### config.mk
export PLATFORM = sky130hd
export DESIGN_NAME = rx_frame_stats
export DESIGN_NICKNAME = d
export VERILOG_FILES = /design/src/rtl/rxst_pkg.sv /design/src/rtl/rxst_sat_cnt.sv /design/src/rtl/rxst_len_class.sv /design/src/rtl/rxst_read_port.sv /design/src/rtl/rx_frame_stats.sv
export SDC_FILE = /design/constraint.sdc
export NUM_CORES = 2
export LEC_CHECK = 0
export BUFFER_PORTS_ARGS = -buffer_cell sky130_fd_sc_hd__buf_2
export CAP_MARGIN = 0
export CORE_MARGIN = 2
export CORE_UTILIZATION = 30
export CTS_BUF_LIST = sky130_fd_sc_hd__clkbuf_8
export CTS_CLUSTER_DIAMETER = 30
export DETAILED_ROUTE_END_ITERATION = 16
export PLACE_DENSITY = 0.48
export SLEW_MARGIN = 10
export SYNTH_ARGS = -nofsm -noshare
export SYNTH_HDL_FRONTEND = slang
export SYNTH_SLANG_ARGS = --single-unit
### constraint.sdc
create_clock -name clk -period 4.8 [get_ports clk]
set_clock_uncertainty 0.1 [all_clocks]
set_input_delay 0.48 -clock clk [delete_from_list [all_inputs] [get_ports clk]]
set_output_delay 0.48 -clock clk [all_outputs]
set_load 0.005 [all_outputs]
### src/rtl/rxst_pkg.sv
package rxst_pkg;
    typedef enum logic [1:0] {
        CLS_UNI   = 2'd0,
        CLS_MULTI = 2'd1,
        CLS_BCAST = 2'd2,
        CLS_UNI2  = 2'd3
    } frm_class_e;

    typedef enum logic [1:0] {
        RD_IDLE      = 2'd0,
        RD_TOT_HELD  = 2'd1,
        RD_GOOD_HELD = 2'd2
    } rd_state_e;

    localparam int ADDR_W    = 4;
    localparam int NUM_BINS  = 6;
    localparam int NUM_SMALL = 5 + NUM_BINS;

    localparam logic [ADDR_W-1:0] A_OVS      = 4'd0;
    localparam logic [ADDR_W-1:0] A_TOT      = 4'd1;
    localparam logic [ADDR_W-1:0] A_GOOD     = 4'd2;
    localparam logic [ADDR_W-1:0] A_BCAST    = 4'd3;
    localparam logic [ADDR_W-1:0] A_MCAST    = 4'd4;
    localparam logic [ADDR_W-1:0] A_BIN0     = 4'd5;
    localparam logic [ADDR_W-1:0] A_TOCT_LO  = 4'd11;
    localparam logic [ADDR_W-1:0] A_TOCT_HI  = 4'd12;
    localparam logic [ADDR_W-1:0] A_GOCT_LO  = 4'd13;
    localparam logic [ADDR_W-1:0] A_GOCT_HI  = 4'd14;
endpackage

### src/rtl/rxst_sat_cnt.sv
module rxst_sat_cnt #(
    parameter int W  = 32,
    parameter int IW = 1
) (
    input  logic          clk,
    input  logic          rst_n,
    input  logic          clr,
    input  logic          inc_en,
    input  logic [IW-1:0] inc_val,
    output logic [W-1:0]  cnt
);
    logic [W:0] sum;

    always_comb begin
        sum = {1'b0, cnt} + (W+1)'(inc_val);
    end

    always_ff @(posedge clk) begin
        if (!rst_n) begin
            cnt <= '0;
        end else if (clr) begin
            cnt <= '0;
        end else if (inc_en) begin
            cnt <= sum[W] ? '1 : sum[W-1:0];
        end
    end


    no_wrap_chk: assert property (@(posedge clk) disable iff (!rst_n)
        !clr |=> (cnt >= $past(cnt)));


    sat_hold_chk: assert property (@(posedge clk) disable iff (!rst_n)
        (!clr && (cnt == '1)) |=> (cnt == '1));
endmodule

### src/rtl/rxst_len_class.sv
module rxst_len_class #(
    parameter int LEN_W     = 16,
    parameter int SHORT_MAX = 1518,
    parameter int LONG_MAX  = 16380,
    parameter int NBINS     = 6
) (
    input  logic [LEN_W-1:0] frm_len,
    input  logic [LEN_W-1:0] frm_len_fcs,
    input  logic             long_en,
    output logic             is_over,
    output logic [NBINS-1:0] bin_hit
);
    localparam int FIRST_BIN = 64;

    logic [31:0] len_nofcs;
    logic [31:0] len_withfcs;
    logic [31:0] limit;

    always_comb begin
        len_nofcs   = 32'(frm_len);
        len_withfcs = 32'(frm_len_fcs);
        limit       = long_en ? 32'(LONG_MAX) : 32'(SHORT_MAX);
        is_over     = (len_nofcs > limit) || (len_nofcs > 32'(LONG_MAX));
    end

    // bin 0 is a single length; middle bins span (2^k .. 2^(k+1)-1) scaled
    // from the first bin; the top bin is open-ended
    for (genvar k = 0; k < NBINS; k++) begin : g_bin
        localparam int LO = (k == 0) ? FIRST_BIN :
                            (k == 1) ? FIRST_BIN + 1 : (FIRST_BIN / 2) << k;
        localparam int HI = (k == 0) ? FIRST_BIN : (FIRST_BIN << k) - 1;
        if (k == NBINS - 1) begin : g_top
            assign bin_hit[k] = (len_withfcs >= 32'(LO));
        end else begin : g_mid
            assign bin_hit[k] = (len_withfcs >= 32'(LO)) &&
                                (len_withfcs <= 32'(HI));
        end
    end
endmodule

### src/rtl/rxst_read_port.sv
module rxst_read_port
    import rxst_pkg::*;
#(
    parameter int CNT_W = 32,
    parameter int OCT_W = 64,
    parameter int RD_W  = 32
) (
    input  logic                              clk,
    input  logic                              rst_n,
    input  logic                              rd_en,
    input  logic [ADDR_W-1:0]                 rd_addr,
    input  logic                              clr_en,
    input  logic [ADDR_W-1:0]                 clr_addr,
    input  logic [NUM_SMALL-1:0][CNT_W-1:0]   small_cnt,
    input  logic [OCT_W-1:0]                  tot_oct,
    input  logic [OCT_W-1:0]                  good_oct,
    output logic [RD_W-1:0]                   rd_data
);
    localparam int EXT_W = 2 * RD_W;

    rd_state_e        st_q;
    rd_state_e        st_d;
    logic [RD_W-1:0]  hi_latch;
    logic [EXT_W-1:0] tot_ext;
    logic [EXT_W-1:0] good_ext;
    logic             lo_tot, lo_good, hi_tot, hi_good;
    logic             clr_tot, clr_good;
    logic [RD_W-1:0]  small_sel;

    always_comb begin
        tot_ext  = EXT_W'(tot_oct);
        good_ext = EXT_W'(good_oct);
        lo_tot   = rd_en && (rd_addr == A_TOCT_LO);
        hi_tot   = rd_en && (rd_addr == A_TOCT_HI);
        lo_good  = rd_en && (rd_addr == A_GOCT_LO);
        hi_good  = rd_en && (rd_addr == A_GOCT_HI);
        clr_tot  = clr_en && ((clr_addr == A_TOCT_LO) || (clr_addr == A_TOCT_HI));
        clr_good = clr_en && ((clr_addr == A_GOCT_LO) || (clr_addr == A_GOCT_HI));
    end

    // next-state logic
    always_comb begin
        st_d = st_q;
        unique case (st_q)
            RD_IDLE: begin
                if (lo_tot)       st_d = RD_TOT_HELD;
                else if (lo_good) st_d = RD_GOOD_HELD;
            end
            RD_TOT_HELD: begin
                if (lo_good)      st_d = RD_GOOD_HELD;
                else if (hi_tot)  st_d = RD_IDLE;
            end
            RD_GOOD_HELD: begin
                if (lo_tot)       st_d = RD_TOT_HELD;
                else if (hi_good) st_d = RD_IDLE;
            end
            default:              st_d = RD_IDLE;
        endcase
        if (clr_tot && (st_d == RD_TOT_HELD))   st_d = RD_IDLE;
        if (clr_good && (st_d == RD_GOOD_HELD)) st_d = RD_IDLE;
    end

    // state register
    always_ff @(posedge clk) begin
        if (!rst_n) st_q <= RD_IDLE;
        else        st_q <= st_d;
    end

    always_comb begin
        small_sel = '0;
        for (int i = 0; i < NUM_SMALL; i++) begin
            if (rd_addr == ADDR_W'(i)) small_sel = RD_W'(small_cnt[i]);
        end
    end

    // outputs: read data and high-word latch
    always_ff @(posedge clk) begin
        if (!rst_n) begin
            rd_data  <= '0;
            hi_latch <= '0;
        end else begin
            if (lo_tot)  hi_latch <= tot_ext[EXT_W-1:RD_W];
            if (lo_good) hi_latch <= good_ext[EXT_W-1:RD_W];
            if (rd_en) begin
                if (lo_tot)
                    rd_data <= tot_ext[RD_W-1:0];
                else if (hi_tot)
                    rd_data <= (st_q == RD_TOT_HELD) ? hi_latch : tot_ext[EXT_W-1:RD_W];
                else if (lo_good)
                    rd_data <= good_ext[RD_W-1:0];
                else if (hi_good)
                    rd_data <= (st_q == RD_GOOD_HELD) ? hi_latch : good_ext[EXT_W-1:RD_W];
                else
                    rd_data <= small_sel;
            end
        end
    end


    latch_hold_chk: assert property (@(posedge clk) disable iff (!rst_n)
        (!lo_tot && !lo_good) |=> $stable(hi_latch));


    rd_hold_chk: assert property (@(posedge clk) disable iff (!rst_n)
        !rd_en |=> $stable(rd_data));


    clr_release_chk: assert property (@(posedge clk) disable iff (!rst_n)
        clr_tot |=> (st_q != RD_TOT_HELD));
endmodule

### src/rtl/rx_frame_stats.sv
module rx_frame_stats
    import rxst_pkg::*;
#(
    parameter int LEN_W     = 16,
    parameter int CNT_W     = 32,
    parameter int OCT_W     = 64,
    parameter int RD_W      = 32,
    parameter int SHORT_MAX = 1518,
    parameter int LONG_MAX  = 16380
) (
    input  logic                 clk,
    input  logic                 rst_n,
    input  logic                 frm_done,
    input  logic [LEN_W-1:0]     frm_len,
    input  logic [LEN_W-1:0]     frm_len_fcs,
    input  logic [1:0]           frm_class,
    input  logic                 long_pkt_en,
    input  logic                 store_bad_en,
    output logic                 drop_o,
    input  logic                 clr_en,
    input  logic [ADDR_W-1:0]    clr_addr,
    input  logic                 rd_en,
    input  logic [ADDR_W-1:0]    rd_addr,
    output logic [RD_W-1:0]      rd_data
);
    localparam int OIW     = LEN_W + 1;
    localparam int FCS_LEN = 4;

    logic                           is_over;
    logic [NUM_BINS-1:0]            bin_hit;
    logic                           drop_now;
    logic                           accept;
    logic [NUM_SMALL-1:0]           small_inc;
    logic [NUM_SMALL-1:0]           small_clr;
    logic [NUM_SMALL-1:0][CNT_W-1:0] small_cnt;
    logic [OIW-1:0]                 oct_add;
    logic [1:0][OCT_W-1:0]          oct_cnt;
    logic [1:0]                     oct_clr;
    frm_class_e                     cls;

    rxst_len_class #(
        .LEN_W(LEN_W), .SHORT_MAX(SHORT_MAX), .LONG_MAX(LONG_MAX), .NBINS(NUM_BINS)
    ) len_class_i (
        .frm_len(frm_len), .frm_len_fcs(frm_len_fcs), .long_en(long_pkt_en),
        .is_over(is_over), .bin_hit(bin_hit)
    );

    always_comb begin
        cls      = frm_class_e'(frm_class);
        drop_now = frm_done && is_over && !store_bad_en;
        accept   = frm_done && !drop_now;
        oct_add  = OIW'(frm_len) + OIW'(FCS_LEN);
        small_inc = '0;
        small_inc[A_OVS]   = drop_now;
        small_inc[A_TOT]   = accept;
        small_inc[A_GOOD]  = accept;
        small_inc[A_BCAST] = accept && (cls == CLS_BCAST);
        small_inc[A_MCAST] = accept && (cls == CLS_MULTI);
        for (int b = 0; b < NUM_BINS; b++) begin
            small_inc[int'(A_BIN0) + b] = accept && bin_hit[b];
        end
        oct_clr[0] = clr_en && ((clr_addr == A_TOCT_LO) || (clr_addr == A_TOCT_HI));
        oct_clr[1] = clr_en && ((clr_addr == A_GOCT_LO) || (clr_addr == A_GOCT_HI));
    end

    for (genvar gi = 0; gi < NUM_SMALL; gi++) begin : g_small
        assign small_clr[gi] = clr_en && (clr_addr == ADDR_W'(gi));
        rxst_sat_cnt #(.W(CNT_W), .IW(1)) cnt_i (
            .clk(clk), .rst_n(rst_n), .clr(small_clr[gi]),
            .inc_en(small_inc[gi]), .inc_val(1'b1), .cnt(small_cnt[gi])
        );
    end

    for (genvar go = 0; go < 2; go++) begin : g_oct
        rxst_sat_cnt #(.W(OCT_W), .IW(OIW)) cnt_i (
            .clk(clk), .rst_n(rst_n), .clr(oct_clr[go]),
            .inc_en(accept), .inc_val(oct_add), .cnt(oct_cnt[go])
        );
    end

    always_ff @(posedge clk) begin
        if (!rst_n) drop_o <= 1'b0;
        else        drop_o <= drop_now;
    end

    rxst_read_port #(.CNT_W(CNT_W), .OCT_W(OCT_W), .RD_W(RD_W)) read_port_i (
        .clk(clk), .rst_n(rst_n), .rd_en(rd_en), .rd_addr(rd_addr),
        .clr_en(clr_en), .clr_addr(clr_addr), .small_cnt(small_cnt),
        .tot_oct(oct_cnt[0]), .good_oct(oct_cnt[1]), .rd_data(rd_data)
    );


    drop_cause_chk: assert property (@(posedge clk) disable iff (!rst_n)
        drop_o |-> $past(frm_done));


    keep_bad_chk: assert property (@(posedge clk) disable iff (!rst_n)
        (frm_done && store_bad_en) |=> !drop_o);


    bin_onehot_chk: assert property (@(posedge clk) disable iff (!rst_n)
        frm_done |-> $onehot0(bin_hit));


    pair_move_chk: assert property (@(posedge clk) disable iff (!rst_n)
        (accept && !clr_en && (small_cnt[A_TOT] != '1)) |=> (small_cnt[A_TOT] != $past(small_cnt[A_TOT])));
endmodule

==> flow_summary_export.csv <==
group,metric,value,unit
clocking,cts_buffers,172,
synth,synth_area_leaders,"dfxtp_1, a21oi_1, xnor2_1",
floorplanning,core,0.105,sq mm
clocking,htree_levels,4,
global_route,grt_max_degree,68,
power_and_ir_drop,peakVddDrop,0.256,mV
clocking,cts_tree,"yes",
power_and_ir_drop,p_sw_frac,0.264,
routing,wire_per_inst,24.5,um
synth,syn-cell-area,0.0318,sq mm
synth,synth_nets,4176,
job,cap_violations,0,
routing,met3_length,10.9,mm
synth,yosys_warnings,0,
worst_setup_path,critPathMaxStageDelay,0.64,ns
synth,synth_seq_area_share,0.344,
sta,relSlewSlack,0.132,
routing,drt_iter0_drc,3541,
sta,fmax,277,MHz
power_and_ir_drop,p_leak,13.1,nW
sta,final.min_clock_period,3.62,ns
floorplanning,dieArea,0.109,sq mm
sta,rsz0062_at_grt,"no",
worst_setup_path,path_cells,"nand4_2 -> or4_4 -> or4_1 -> or3_1 -> a2111o_1 -> and4_1 -> nor3_2",
worst_setup_path,reg2reg_slack,1.18,ns
routing,vias,33335,
worst_setup_path,worst-path-max-fanout,13,
synth,ys_seq_elements,547,
worst_setup_path,path_class,"reg -> reg",
run_status,status,"finished, final reports clean",
placed_design,portBuffers,81,
worst_setup_path,critPathBufInv,0,
sta,fin_crit_sh,0.753,
clocking,clk_pin_slew,0.06,ns
routing,antenna_left,0,
global_route,antenna_found_initial,9,
routing,wl_met1,61.9,mm
routing,routed.top_layer,"met5",
worst_setup_path,cpMaxStageDelayCell,"or4_1",
worst_setup_path,critPathArrivalTime,4.28,ns
synth,synth_cell_type_count,88,
clocking,cts-resized-gates,0,
worst_setup_path,crit_path_start_kind,"flip-flop",
layout,stdcell_count,5720,
global_route,grt.overflow.total,0,
routing,drc,0,
synth,synthFlopType,"dfxtp_1",
synth,yosys.area.top_type,"dfxtp_1",
floorplanning,dieHeight,330,um
synth,synth_edf_count,0,
placed_design,dpl.hpwl,104,mm
worst_setup_path,worstSetupEndpointType,"flip-flop",
sta,worstMarginPinSlew,1.27,ns
power_and_ir_drop,comb_power_share,0.074,
layout,final_cell_mix,"dfxtp_1, a21oi_1, nand2_1",
power_and_ir_drop,p_int,9.97,mW
sta,setup_tns,0,ns
global_route,grt_pass1_wl,206,mm
layout,drive_gt1_frac,0.133,
clocking,clk_path_buf_depth,3,
global_route,track_usage,0.251,
layout,fin_nets,4290,
synth,synth.top_cell.area_share,0.344,
sta,final-hold-violation-count,0,
floorplanning,ios,82,
routing,finalWirelength,140,mm
power_and_ir_drop,power_frac_seq,0.347,
placed_design,placed_cells,5402,
floorplanning,die_w,330,um
floorplanning,initial_core_util,0.302,
layout,layout_commonest_cell,"dfxtp_1",
power_and_ir_drop,clockPowerShare,0.579,
worst_setup_path,cp_data_required_time,5.46,ns
clocking,clock-root-buffer,"clkbuf_8",
synth,synth_cells,4073,
layout,n_fill_cell,11131,
global_route,grt_pass1_vias,30624,
routing,first_pass_iters,6,
power_and_ir_drop,p_per_area,356,mW/mm^2
synth,syn_avg_cell_area,7.81,sq um
synth,async_reset_ff_frac,0,
worst_setup_path,crit_family,"simple AND/OR/NAND/NOR gates",
routing,viasPerCell,5.83,
sta,setup_violations,0,
clocking,numClockSinks,547,
placed_design,gp_congestion,0.955,
power_and_ir_drop,p_switching,3.57,mW
floorplanning,row_count,119,
min_path,hold_path_class,"in -> reg",
routing,wl_met2,61.6,mm
sta,drv_slew,0,
clocking,clk_latency,0.88,ns
layout,synthToLayoutAreaGrowth,19.4,%
## metal layers
metal / global-route usage / vias to the layer above
li1: - / 15519
met1: 0.343 / 16203
met2: 0.382 / 1329
met3: 0.0536 / 280
met4: 0.108 / 4
met5: 0 / -
## synth_stat cells (10+ instances only)
cell	count
a2111oi_0	13
a211oi_1	58
a21o_1	17
a21oi_1	417
a221oi_1	34
a222oi_1	17
a22o_1	21
a22oi_1	36
a311oi_1	41
a31oi_1	67
and2_1	34
and3_1	98
and4_1	52
buf_1	19
buf_2	23
clkbuf_1	214
dfxtp_1	547
ha_1	52
inv_1	85
mux2_2	10
mux2i_1	61
nand2_1	417
nand2b_1	19
nand3_1	214
nand4_1	99
nor2_1	301
nor2b_1	24
nor3_1	212
nor3b_1	11
nor4_1	93
o211a_1	40
o211ai_1	20
o21a_1	23
o21ai_0	162
o21ai_1	16
o221ai_1	22
o22ai_1	33
or2_2	16
or3_1	21
or4_1	11
xnor2_1	188
xor2_1	81
## per-stage QoR
step | instance area (sq um) | total power, mW | utilization | worst slack [ns] | hold WS [ns]
6_report | 38000 | 13.5 | 0.361 | 1.18 | 0.0945
4_1_cts | 38000 | 13.6 | 0.361 | 1.21 | 0.00606
3_5_place_dp | 34000 | 5.76 | 0.323 | 0.536 | 0.416
3_3_place_gp | 34000 | 5.77 | 0.323 | 0.648 | 0.410
2_1_floorplan | 31800 | 5.36 | - | 1.28 | 0.353
5_1_grt | 38000 | 14.0 | 0.361 | 1.04 | 0.0893
## cell families (layout without fill, tap and decap cells)
kind of cell | Yosys count | count (layout) | share of synthesized area
buf+inv | 344 | 594 | 0.0416
compound gates | 1124 | 1124 | 0.230
fa+ha+maj | 54 | 54 | 0.0217
mux | 77 | 77 | 0.0270
simple gates | 1658 | 1658 | 0.261
flops | 547 | 547 | 0.344
other cells | 0 | 6 | 0
xor+xnor | 269 | 269 | 0.0740
## flip-flops by register name, indices dropped and copies added (netlist names)
| name | flops |
|---|---|
| g_oct.cnt_i.cnt | 128 |
| read_port_i.hi_latch | 32 |
| g_small.cnt_i.cnt | 352 |
| drop_o | 1 |
| read_port_i.st_q | 2 |
| read_port_i.rd_data | 32 |
## layout make-up
class                           instances  area [sq um]  share of cell area
Antenna cell                            6          15.0            0.000395
Sequential cell                       547         11000               0.288
Inverter                               86           323             0.00850
Timing Repair Buffer                  198          1340              0.0353
Multi-Input combinational cell       3182         19700               0.517
Tap cell                             1391          1740              0.0458
Clock buffer                          220          3030              0.0797
Clock inverter                         90           942              0.0248
## power groups by stage
stage               combinational, mW  sequential (mW)  clock, mW
floorplan                       0.620             4.74          0
global placement                0.989             4.78          0
detailed placement              0.982             4.78          0
CTS                             0.988             4.69       7.95
global route                     1.08             4.69       8.22
finish                           1.01             4.69       7.84
## worst paths after layout
kind / end / startpoint / cells past startpoint
min reg2reg: g_small[10].cnt_i.cnt[1]$_SDFFE_PP0P_ / g_small[10].cnt_i.cnt[1]$_SDFFE_PP0P_ / 2
max: g_small[5].cnt_i.cnt[29]$_SDFFE_PP0P_ / g_small[5].cnt_i.cnt[13]$_SDFFE_PP0P_ / 7
max reg2reg: g_small[5].cnt_i.cnt[29]$_SDFFE_PP0P_ / g_small[5].cnt_i.cnt[13]$_SDFFE_PP0P_ / 7
min: g_small[7].cnt_i.cnt[14]$_SDFFE_PP0P_ / frm_len_fcs[8] / 4
## timing repair
item	in CTS	in global routing
buffers inserted	0	0
endpoints found under the setup margin	0	0
endpoints found under the hold margin	2	0
hold buffers	2	0
## worst register-to-register path, cell delays in order (launching register included)
cell and delay, ns:
dfxtp_1 0.58, nand4_2 0.25, or4_4 0.58, or4_1 0.64, or3_1 0.41, a2111o_1 0.55, and4_1 0.33, nor3_2 0.12
Power figures use the tool's default switching activity.
